$ cat src/rtl/tgt_pkg.sv
package tgt_pkg;

    // Which local access the controller starts in a given cycle.
    typedef enum logic [2:0] {
        ISS_NONE,
        ISS_WR,
        ISS_IO,
        ISS_MEM_NEW,
        ISS_MEM_NEXT
    } issue_e;

endpackage

$ cat src/rtl/tgt_fifo.sv
module tgt_fifo #(
    parameter int W = 32,
    parameter int D = 16
) (
    input  logic                   clk,
    input  logic                   rst_n,
    input  logic                   push,
    input  logic [W-1:0]           din,
    input  logic                   pop,
    input  logic                   flush,
    output logic [W-1:0]           dout,
    output logic [$clog2(D+1)-1:0] count,
    output logic                   full,
    output logic                   empty
);
    localparam int PW = $clog2(D);
    localparam int CW = $clog2(D + 1);
    localparam logic [PW-1:0] LAST_PTR = PW'(D - 1);
    localparam logic [CW-1:0] FULL_CNT = CW'(D);

    typedef struct packed {
        logic [PW-1:0] rp;
        logic [PW-1:0] wp;
        logic [CW-1:0] cnt;
    } fs_t;

    fs_t f_d, f_q;
    logic [W-1:0] store [D];

    always_comb begin
        f_d = f_q;
        if (flush) begin
            f_d = '0;
        end else begin
            if (push) f_d.wp = (f_q.wp == LAST_PTR) ? '0 : f_q.wp + 1'b1;
            if (pop)  f_d.rp = (f_q.rp == LAST_PTR) ? '0 : f_q.rp + 1'b1;
            f_d.cnt = f_q.cnt + CW'(push) - CW'(pop);
        end
    end

    always_ff @(posedge clk or negedge rst_n) begin
        if (!rst_n) f_q <= '0;
        else        f_q <= f_d;
    end

    always_ff @(posedge clk) begin
        if (push && !flush) store[f_q.wp] <= din;
    end

    assign dout  = store[f_q.rp];
    assign count = f_q.cnt;
    assign full  = (f_q.cnt == FULL_CNT);
    assign empty = (f_q.cnt == '0);

    assert_fifo_no_overflow_R1: assert property (@(posedge clk) disable iff (!rst_n)
        (push && !flush) |-> !full);

    assert_fifo_no_underflow_R4: assert property (@(posedge clk) disable iff (!rst_n)
        (pop && !flush) |-> !empty);

endmodule

$ cat src/rtl/tgt_retry_timer.sv
module tgt_retry_timer #(
    parameter int TW = 8
) (
    input  logic          clk,
    input  logic          rst_n,
    input  logic          waiting,
    input  logic          done,
    input  logic [TW-1:0] limit,
    output logic          expired
);
    logic [TW-1:0] cnt_d, cnt_q;

    // Counts stalled cycles of the current phase; any end of phase or
    // idle cycle brings it back to zero for the next phase.
    always_comb begin
        cnt_d = '0;
        if (waiting && !done) cnt_d = (cnt_q == '1) ? cnt_q : cnt_q + 1'b1;
    end

    always_ff @(posedge clk or negedge rst_n) begin
        if (!rst_n) cnt_q <= '0;
        else        cnt_q <= cnt_d;
    end

    assign expired = (cnt_q >= limit);

endmodule

$ cat src/rtl/tgt_xfer_ctrl.sv
module tgt_xfer_ctrl
    import tgt_pkg::*;
#(
    parameter int DW       = 32,
    parameter int AW       = 16,
    parameter int WR_DEPTH = 32,
    parameter int RD_DEPTH = 16,
    parameter int TW       = 8
) (
    input  logic          clk,
    input  logic          rst_n,
    input  logic          cfg_retry_on_full,
    input  logic          cfg_prefetch_cont,
    input  logic [TW-1:0] cfg_retry_limit,
    input  logic          host_req,
    input  logic          host_write,
    input  logic          host_io,
    input  logic          host_last,
    input  logic [AW-1:0] host_addr,
    input  logic [DW-1:0] host_wdata,
    output logic          host_ready,
    output logic          host_retry,
    output logic [DW-1:0] host_rdata,
    output logic          loc_req,
    output logic          loc_we,
    output logic [AW-1:0] loc_addr,
    output logic [DW-1:0] loc_wdata,
    input  logic          loc_ack,
    input  logic [DW-1:0] loc_rdata
);
    localparam int WCW = $clog2(WR_DEPTH + 1);
    localparam int RCW = $clog2(RD_DEPTH + 1);
    localparam int WEW = AW + DW;
    localparam logic [RCW-1:0] RD_CAP = RCW'(RD_DEPTH);

    typedef struct packed {
        logic          busy;
        logic          op_we;
        logic [AW-1:0] op_addr;
        logic [DW-1:0] op_data;
        logic          keep;
        logic          stream;
        logic [AW-1:0] pf_addr;
        logic [RCW-1:0] pf_cnt;
        logic          io_got;
    } st_t;

    st_t    s_d, s_q;
    issue_e sel;

    logic           wr_phase, rd_phase, rd_end, tmr_expired;
    logic           wf_push, wf_pop, wf_full, wf_empty;
    logic [WEW-1:0] wf_dout;
    logic [WCW-1:0] wf_count;
    logic           rf_push, rf_pop, rf_full, rf_empty;
    logic [DW-1:0]  rf_dout;
    logic [RCW-1:0] rf_count;

    tgt_fifo #(.W(WEW), .D(WR_DEPTH)) u_wfifo (
        .clk(clk), .rst_n(rst_n), .push(wf_push), .din({host_addr, host_wdata}),
        .pop(wf_pop), .flush(1'b0), .dout(wf_dout), .count(wf_count),
        .full(wf_full), .empty(wf_empty)
    );

    tgt_fifo #(.W(DW), .D(RD_DEPTH)) u_rfifo (
        .clk(clk), .rst_n(rst_n), .push(rf_push), .din(loc_rdata),
        .pop(rf_pop), .flush(rd_end), .dout(rf_dout), .count(rf_count),
        .full(rf_full), .empty(rf_empty)
    );

    tgt_retry_timer #(.TW(TW)) u_timer (
        .clk(clk), .rst_n(rst_n), .waiting(host_req && !host_ready),
        .done(host_retry), .limit(cfg_retry_limit), .expired(tmr_expired)
    );

    // Host-side response for the current data phase.
    always_comb begin
        wr_phase   = host_req && host_write;
        rd_phase   = host_req && !host_write;
        host_ready = (wr_phase && !wf_full) || (rd_phase && !rf_empty);
        host_retry = host_req && !host_ready &&
                     (tmr_expired || (wr_phase && wf_full && cfg_retry_on_full));
        rd_end     = rd_phase && ((host_ready && host_last) || host_retry);
        host_rdata = rf_dout;
    end

    // Next-state logic for the local access engine.
    always_comb begin
        s_d = s_q;
        sel = ISS_NONE;
        if (s_q.busy && loc_ack) s_d.busy = 1'b0;

        if (!s_q.busy) begin
            if (!wf_empty)
                sel = ISS_WR;
            else if (rd_phase && host_io && rf_empty && !s_q.io_got && !host_retry)
                sel = ISS_IO;
            else if (rd_phase && !host_io && !s_q.stream && !host_retry)
                sel = ISS_MEM_NEW;
            else if (s_q.stream && !rd_end && rf_count < RD_CAP &&
                     (cfg_prefetch_cont || s_q.pf_cnt < RD_CAP))
                sel = ISS_MEM_NEXT;
        end

        case (sel)
            ISS_WR: begin
                s_d.busy    = 1'b1;
                s_d.op_we   = 1'b1;
                s_d.op_addr = wf_dout[WEW-1:DW];
                s_d.op_data = wf_dout[DW-1:0];
                s_d.keep    = 1'b0;
            end
            ISS_IO: begin
                s_d.busy    = 1'b1;
                s_d.op_we   = 1'b0;
                s_d.op_addr = host_addr;
                s_d.keep    = 1'b1;
                s_d.io_got  = 1'b1;
            end
            ISS_MEM_NEW: begin
                s_d.busy    = 1'b1;
                s_d.op_we   = 1'b0;
                s_d.op_addr = host_addr;
                s_d.keep    = 1'b1;
                s_d.stream  = 1'b1;
                s_d.pf_addr = host_addr + 1'b1;
                s_d.pf_cnt  = RCW'(1);
            end
            ISS_MEM_NEXT: begin
                s_d.busy    = 1'b1;
                s_d.op_we   = 1'b0;
                s_d.op_addr = s_q.pf_addr;
                s_d.keep    = 1'b1;
                s_d.pf_addr = s_q.pf_addr + 1'b1;
                if (s_q.pf_cnt != RD_CAP) s_d.pf_cnt = s_q.pf_cnt + 1'b1;
            end
            default: ;
        endcase

        if (rd_end) begin
            s_d.stream = 1'b0;
            s_d.keep   = 1'b0;
        end
        if (rd_phase && (host_ready || host_retry)) s_d.io_got = 1'b0;
    end

    always_ff @(posedge clk or negedge rst_n) begin
        if (!rst_n) s_q <= '0;
        else        s_q <= s_d;
    end

    assign wf_push   = wr_phase && host_ready;
    assign wf_pop    = (sel == ISS_WR);
    assign rf_push   = s_q.busy && loc_ack && !s_q.op_we && s_q.keep && !rd_end;
    assign rf_pop    = rd_phase && host_ready;
    assign loc_req   = s_q.busy;
    assign loc_we    = s_q.op_we;
    assign loc_addr  = s_q.op_addr;
    assign loc_wdata = s_q.op_data;

    assert_loc_hold_R10: assert property (@(posedge clk) disable iff (!rst_n)
        (loc_req && !loc_ack) |=> (loc_req && $stable(loc_addr) && $stable(loc_we)));

    assert_read_after_drain_R11: assert property (@(posedge clk) disable iff (!rst_n)
        ($rose(loc_req) && !loc_we) |-> $past(wf_empty));

    assert_ready_retry_excl_R9: assert property (@(posedge clk) disable iff (!rst_n)
        !(host_ready && host_retry));

    assert_flush_on_retry_R7: assert property (@(posedge clk) disable iff (!rst_n)
        (rd_phase && host_retry) |=> rf_empty);

endmodule

$ cat config.mk
export PLATFORM = sky130hd
export DESIGN_NAME = tgt_xfer_ctrl
export DESIGN_NICKNAME = d
export VERILOG_FILES = /design/src/rtl/tgt_pkg.sv /design/src/rtl/tgt_fifo.sv /design/src/rtl/tgt_retry_timer.sv /design/src/rtl/tgt_xfer_ctrl.sv
export SDC_FILE = /design/constraint.sdc
export NUM_CORES = 2
export LEC_CHECK = 0
export BUFFER_PORTS_ARGS = -buffer_cell sky130_fd_sc_hd__buf_2
export CAP_MARGIN = 20
export CORE_ASPECT_RATIO = 1.5
export CORE_UTILIZATION = 47
export DETAILED_ROUTE_END_ITERATION = 10
export PLACE_DENSITY = 0.6
export RECOVER_POWER = 100
export SLEW_MARGIN = 15
export SYNTH_ARGS = -nofsm -noshare
export SYNTH_HDL_FRONTEND = slang
export SYNTH_SLANG_ARGS = --single-unit
$ cat constraint.sdc
create_clock -name clk -period 5.3 [get_ports clk]
set_input_delay 0.265 -clock clk [delete_from_list [all_inputs] [get_ports clk]]
set_output_delay 0.265 -clock clk [all_outputs]
set_load 0.005 [all_outputs]
* After elaboration in Yosys (flattened, before gate mapping)
Memories as Yosys holds them, arrays and structs flattened.
Index checks and enable logic that the tools add are counted.
** Word-level totals
- Flip-flop bits (word level) :: 111
- Memory bits (read-only) :: 0
- Memories kept :: 2
- Bits of input ports :: 97
- Logic and storage cells :: 130
- Latch bits :: 0
- RAM bits :: 2048
** Memory list
- u_wfifo.store :: depth 32, bits a word 48, rd ports 1, clocked after memory_dff 0, wr ports 1, RTL line tgt_fifo.sv:28 : logic [W-1:0] store [D];
- u_rfifo.store :: depth 16, bits a word 32, rd ports 1, clocked after memory_dff 0, wr ports 1, RTL line tgt_fifo.sv:28
** Operators by class
- Reduce and logical (&&, ||, !) cells :: 57
- Bitwise operators :: 0
- $mul :: 0
- Shifts and indexed selects :: 0
- Muxes and demuxes :: 27
- Divide/modulo/power cells :: 0
- Equal/unequal tests :: 13
- Magnitude comparators :: 3
- Add/sub/neg operators :: 12
** Operators with widths (number)
- $pmux W18 S3 :: 1
- $pmux W21 S2 :: 1
- $add A16 B1 Y16 const B :: 2
- $logic_and A1 B1 Y1 :: 29
- $mux W4 :: 4
- $mux W8 :: 2
- $add A5 B1 Y5 const B :: 3
- $mux W3 :: 5
- $mux W5 :: 3
- $mux W13 :: 1
- $eq A5 B5 Y1 const B :: 2
- $logic_not A1 Y1 :: 10
- $lt A5 B5 Y1 const B :: 2
- $reduce_bool A2 Y1 :: 5
- $add A4 B1 Y4 const B :: 2
- $add A8 B1 Y8 const B :: 1
- $eq A4 B4 Y1 const B :: 2
- $eq A8 B8 Y1 const B :: 1
- $ge A8 B8 Y1 :: 1
- $mux W1 :: 8
- $add A6 B1 Y6 :: 1
- $eq A3 B2 Y1 const B :: 2
- $eq A6 B6 Y1 const B :: 1
- $logic_not A6 Y1 :: 1
- 16 further kinds :: 22

* Depth between registers and ports, before layout
- Depth after elaboration :: 22
- Depth in mapped cells :: 18
- Gate-level depth less buffers :: 16

* Hierarchy
From an unflattened synthesis, not the netlist that was laid out.
** Unflattened totals
- Cell total of the unflattened synthesis :: 4398
- Area total of the unflattened synthesis :: 85189.2 um^2
** Modules (own cells, without submodules)
- tgt_fifo (u_wfifo) :: area an instance 59803.6 um^2, times used 1, cells each 2877
- tgt_fifo (u_rfifo) :: area an instance 20480.9 um^2, times used 1, cells each 1033
- tgt_xfer_ctrl :: area an instance 4284.1 um^2, times used 1, cells each 421
- tgt_retry_timer :: area an instance 620.6 um^2, times used 1, cells each 67

* Worst setup path after synthesis
Ideal clock, no wire load.
- Path type :: register to register
- Start point :: register u_timer.cnt_q[2]
- End point :: memory u_rfifo.store[6][0], in the netlist u_rfifo.store[3][0], enable pin
- Period minus slack after synthesis :: 4.517 ns
- Data arrival time :: 4.056 ns
- Required time :: 4.839 ns
- Library setup time :: 0.461 ns
- Cell stages (with the launch flop) :: 9
- Path slack :: 0.783 ns
- Cell sequence :: dfrtp_1 ha_1 a211oi_1 o21ai_0 a21oi_1 a21oi_1 nor2_1 nand2_1 nor3_1
** On the way
- Cells in the longest elaborated chain, start to end :: 10
** RTL lines
- start, declared :: RTL line tgt_retry_timer.sv:11 : logic [TW-1:0] cnt_d, cnt_q;
- start signal, assigned :: RTL line tgt_retry_timer.sv:22 : else cnt_q <= cnt_d;
- $ge A8 B8 Y1 * :: RTL line tgt_retry_timer.sv:25 : assign expired = (cnt_q >= limit);
- $logic_or A1 B1 Y1 * :: RTL line tgt_xfer_ctrl.sv:82 : (tmr_expired || (wr_phase && wf_full && cfg_retry_on_full));
- $logic_and A1 B1 Y1 * :: RTL line tgt_xfer_ctrl.sv:81 : host_retry = host_req && !host_ready &&
- $logic_or A1 B1 Y1 * :: RTL line tgt_xfer_ctrl.sv:83 : rd_end = rd_phase && ((host_ready && host_last) || host_retry);
- $logic_and A1 B1 Y1 * :: RTL line tgt_xfer_ctrl.sv:83
- $logic_not A1 Y1 * :: RTL line tgt_fifo.sv:47, tgt_xfer_ctrl.sv:154
- $logic_and A1 B1 Y1 :: RTL line tgt_xfer_ctrl.sv:154 : assign rf_push = s_q.busy && loc_ack && !s_q.op_we && s_q.keep && !rd_end;
- $logic_and A1 B1 Y1 * :: RTL line tgt_fifo.sv:47 : if (push && !flush) store[f_q.wp] <= din;
- $mux W1 * :: RTL line tgt_fifo.sv:47
- $mux W1 (not written as such) * :: RTL line tgt_fifo.sv:47
- end, declared :: RTL line tgt_fifo.sv:28
Mark *: on every way between the ends. The rest lies on a longest branch, timed or not.

* Worst setup path in the final report
- Start point :: register u_wfifo.f_q (netlist bit u_wfifo.count[2])
- End point :: memory u_wfifo.store[3][1] (netlist name), enable pin
** On the way
- Cells in the longest elaborated chain, start to end :: 7
** RTL lines
- start, declared :: RTL line tgt_fifo.sv:27 : fs_t f_d, f_q;
- start signal, assigned :: RTL line tgt_fifo.sv:42 : if (!rst_n) f_q <= '0;
- start signal, assigned :: RTL line tgt_fifo.sv:43 : else f_q <= f_d;
- $eq A6 B6 Y1 :: RTL line tgt_fifo.sv:52 : assign full = (f_q.cnt == FULL_CNT);
- $logic_not A1 Y1 :: RTL line tgt_xfer_ctrl.sv:80 : host_ready = (wr_phase && !wf_full) || (rd_phase && !rf_empty);
- $logic_and A1 B1 Y1 :: RTL line tgt_xfer_ctrl.sv:80
- $logic_or A1 B1 Y1 :: RTL line tgt_xfer_ctrl.sv:80
- $logic_and A1 B1 Y1 :: RTL line tgt_xfer_ctrl.sv:152 : assign wf_push = wr_phase && host_ready;
- $mux W1 :: RTL line tgt_fifo.sv:47
- $mux W1 (not written as such) :: RTL line tgt_fifo.sv:47
- end, declared :: RTL line tgt_fifo.sv:28
No other way between the ends.

==> impl_results.rst <==
.. list-table::
   :header-rows: 1

   * - Metric
     - Value
   * - Clock Tree Buf Depth
     - 3
   * - Post-placement cell count
     - 6436
   * - Final hold slack
     - 0.0176 ns
   * - Required time of the critical path
     - 5.69 ns
   * - Register area share after synthesis
     - 0.762
   * - Worst reg2reg endpoint
     - u_wfifo.store[3][1]
   * - Critical Setup Path Class
     - reg -> reg
   * - FP Rows
     - 190
   * - Simple-gate area share of the yosys netlist
     - 0.0209
   * - Fraction of the mapped netlist area in adder cells
     - 0.00626
   * - XOR/XNOR Fraction of Synth Area
     - 0.00156
   * - Synth-to-layout area growth
     - 13.0%
   * - Crit path capture type
     - flip-flop
   * - Cell count of the worst reg-to-reg path
     - 8
   * - DR WL/cell
     - between 20 and 30 um
   * - Leak pwr
     - 0.0302 uW
   * - Final critical-path required period
     - 4.82 ns
   * - Post-Route Skew
     - around 0.031 ns
   * - Clk_lat worst skew
     - slightly above 0.8 ns
   * - Final critical-path share of the clock period
     - 0.909
   * - Area share of the leading cell type in the synthesized netlist
     - 0.729
   * - Pwr/cell area
     - 474 nW/um^2
   * - Worst voltage drop across the vdd grid
     - about 0.38 mV
   * - Maximum fanout encountered on the critical timing path
     - 22
   * - Fill count
     - 13800
   * - Wire length of the first global-routing pass
     - 295 mm
   * - Fmax achieved
     - between 0.2 and 0.25 GHz
   * - Width of the die
     - 348 um
   * - Post-synthesis mux area share
     - 0.164
   * - Routed wire length
     - 202 mm
   * - Effective utilization at floorplan
     - 0.472
   * - Critical Path Start Type
     - flip-flop
   * - Most frequent cells in the layout
     - 2048 x edfxtp_1, 536 x mux4_2, 222 x clkbuf_1
   * - Detailed Routing Iterations Pass 1
     - 7
   * - Data arrival time at the worst-slack endpoint
     - roughly 5.2 ns
   * - Number of antenna violations at the first check in global routing
     - 4
   * - Reg2Reg Setup Slack
     - 0.48 ns
   * - Post-detail-place hpwl
     - 116 mm
   * - Relative slew slack
     - -0.667
   * - Number of global-route vias before repair
     - 42100
   * - Floorplan Core Area
     - 179000 sq um
   * - Detailed Route Iter0 Violations
     - 3345
   * - Synth warnings
     - 0
   * - Die height
     - 521 um
   * - Sinks on Clock Net
     - 2159
   * - Result of the run
     - finished with violations
   * - Summed instance area of the synthesized netlist
     - 84300 sq um
   * - Most common library cell in the layout ignoring fill and taps
     - edfxtp_1
   * - Synth Area per Inst
     - about 21 sq um
   * - Maximum number of pins on one net before global-route repair
     - 86
   * - I/O Buffers
     - 180
   * - Number of failing setup endpoints in the final timing report
     - 0
   * - Flip-flop cell with the highest count after synthesis
     - edfxtp_1
   * - Drc violations
     - 0
   * - Top-level I/O count
     - between 150 and 200
   * - Per-cell via count in the routed design
     - slightly below 6
   * - Startpoint of the most critical register-to-register path
     - u_wfifo.count[2]
   * - NumNets Final
     - 4449
   * - Final hold vios
     - 0
   * - Number of slew-limit violations in the final report
     - between 1500 and 2000
   * - Compound-Gate Fraction of Synth Area
     - 0.0281
   * - Synthesized flop and latch total
     - 2159
   * - Fraction of layout instances using a drive strength above 1
     - 0.237
   * - Post-synthesis instance total
     - 3960
   * - Combinational family with the most area after synthesis
     - multiplexers
   * - Largest cells by area after synthesis
     - edfxtp_1 73%, mux4_2 14%, dfrtp_1 3.3%, mux2i_1 1.7%, nand2_1 0.75%
   * - Master cell of the clock root buffer
     - clkbuf_16
   * - Routability congestion estimate from global placement
     - 0.778
   * - Hold Path Class
     - in -> async
   * - Post-layout power
     - 45200 uW
   * - Remaining antenna violation count after routing
     - 0
   * - Setup repair after global routing missed its margin
     - no
   * - CTS tree
     - yes
   * - Total overflow reported by the global router
     - 0
   * - Synth async-reset ratio
     - 0.0514
   * - Cell accounting for the most synthesized area
     - edfxtp_1
   * - Number of distinct library cells after synthesis
     - between 70 and 80
   * - Non-filler instance count after layout
     - between 6000 and 7000
   * - Global-route usage over all layers
     - 0.226
   * - Clk slew on worst S/H paths
     - 0.06 ns
   * - Number of buffers inserted to repair setup after CTS
     - 0
   * - Synth Net Count
     - 4098
   * - Max cap viols
     - 52
   * - Violations in the final reports
     - max-capacitance violations, max-slew violations
   * - Number of CTS-inserted buffers
     - slightly below 200
   * - Slew at the pin closest to its max-slew limit
     - approximately 2.5 ns
   * - Number of gates given a new drive strength after cts
     - 0
   * - Level count of the clock H-tree
     - 4
   * - Launching element of the worst setup path
     - u_wfifo.count[2]
   * - Number of vias in the routed layout
     - about 40000
   * - Die area
     - 181000 sq um
   * - Final TNS setup
     - 0 ns
   * - Number of enable-type register cells in the synthesized netlist
     - 2048
## routing by layer
metal  vias to the layer above  routed length, um  track usage
met5                         -                  9            0
met4                         2               5600       0.0649
met3                       306               8030       0.0286
met2                      1064             110000        0.410
met1                     21900              78900        0.283
li1                      17200                  -            -
## logic make-up (layout without fill, tap and decap cells)
| logic type | Yosys count | in the layout |
|---|---|---|
| and+or+nand+nor | 388 | 388 |
| AOI/OAI and AO/OA | 357 | 357 |
| xor gates and xnor gates | 15 | 15 |
| adders and majority gates | 41 | 41 |
| DFF | 2159 | 2159 |
| buffers and inverters | 292 | 808 |
| muxes | 708 | 708 |
| other | 0 | 4 |
## cell usage after synthesis (3+ instances only)
cell type,number
edfxtp_1,2048
mux4_2,536
nand2_1,168
mux2i_1,144
o21ai_0,114
dfrtp_1,111
nor2_1,102
clkbuf_1,98
a21oi_1,72
buf_2,60
buf_4,59
inv_1,45
ha_1,39
a22oi_1,38
a221oi_1,36
mux2_2,28
nand3_1,26
buf_1,24
nor3_1,19
a211oi_1,15
nor2b_1,13
o211ai_1,12
and3_1,11
a31oi_1,10
nand4_1,8
xor2_1,8
a22o_1,7
xnor2_1,7
and2_1,6
buf_6,6
nand3b_1,6
a221oi_2,5
nand2b_1,5
o21a_1,5
o31ai_1,5
or3_1,5
a21o_1,4
and4_1,4
nor4_1,4
a221o_1,3
a311oi_1,3
a32o_1,3
o22ai_1,3
## cell type report
| type | instances | area (sq um) | area share |
|---|---|---|---|
| Clock buffer | 256 | 5390 | 0.0565 |
| Sequential cell | 2159 | 64300 | 0.675 |
| Antenna cell | 4 | 10.0 | 0.000105 |
| Inverter | 45 | 169 | 0.00177 |
| Multi-Input combinational cell | 1509 | 18900 | 0.198 |
| Clock inverter | 105 | 1080 | 0.0114 |
| Tap cell | 2400 | 3000 | 0.0315 |
| Timing Repair Buffer | 402 | 2450 | 0.0257 |
## registers in the layout (all words and copies together) (netlist names)
| name | count |
|---|---|
| loc_req | 1 |
| u_timer.cnt_q | 8 |
| u_wfifo.f_q | 10 |
| u_rfifo.f_q | 8 |
| loc_addr | 16 |
| u_rfifo.store | 512 |
| u_wfifo.store | 1536 |
| u_rfifo.count | 5 |
| s_q | 24 |
| loc_wdata | 32 |
| u_wfifo.count | 6 |
| loc_we | 1 |
## worst max-delay path: stages, from the launching register on
cell and delay (ns):
dfrtp_1 0.35, inv_1 0.06, ha_1 0.22, nand4bb_1 0.27
nor2b_1 0.26, clkbuf_1 0.54, nand2_1 0.62, nor2_4 0.25
clkbuf_1 1.73
## repair_timing
action	CTS	global route
endpoints found under the setup margin	0	0
hold buffers	79	0
hold endpoints to repair	1876	0
## metrics by stage
stage / utilization / setup slack, ns / cell area [sq um]
2_1_floorplan: - / 0.783 / 84300
3_3_place_gp: 0.497 / 1.30 / 88700
3_5_place_dp: 0.497 / 1.15 / 88700
4_1_cts: 0.538 / 1.12 / 96000
5_1_grt: 0.534 / 0.376 / 95300
6_report: 0.534 / 0.483 / 95300
## power breakdown
part	internal [uW]	total (uW)	switching, uW
Clock	8090	14300	6200
Sequential	19300	20100	806
Combinational	5320	10800	5490
Total	32700	45200	12500
## worst max path at each step
stage / endpoint / slack (ns) / cells past startpoint
final: u_wfifo.store[3][1] / 0.48 / 8
after global routing: u_rfifo.store[4][28] / 0.38 / 10
after CTS: s_q[20] / 1.12 / 17
after detailed placement: s_q[20] / 1.15 / 17
after global placement: s_q[20] / 1.30 / 17
after floorplan: u_rfifo.store[3][0] / 0.78 / 8
Note: power is estimated with default switching activity, not from simulation.
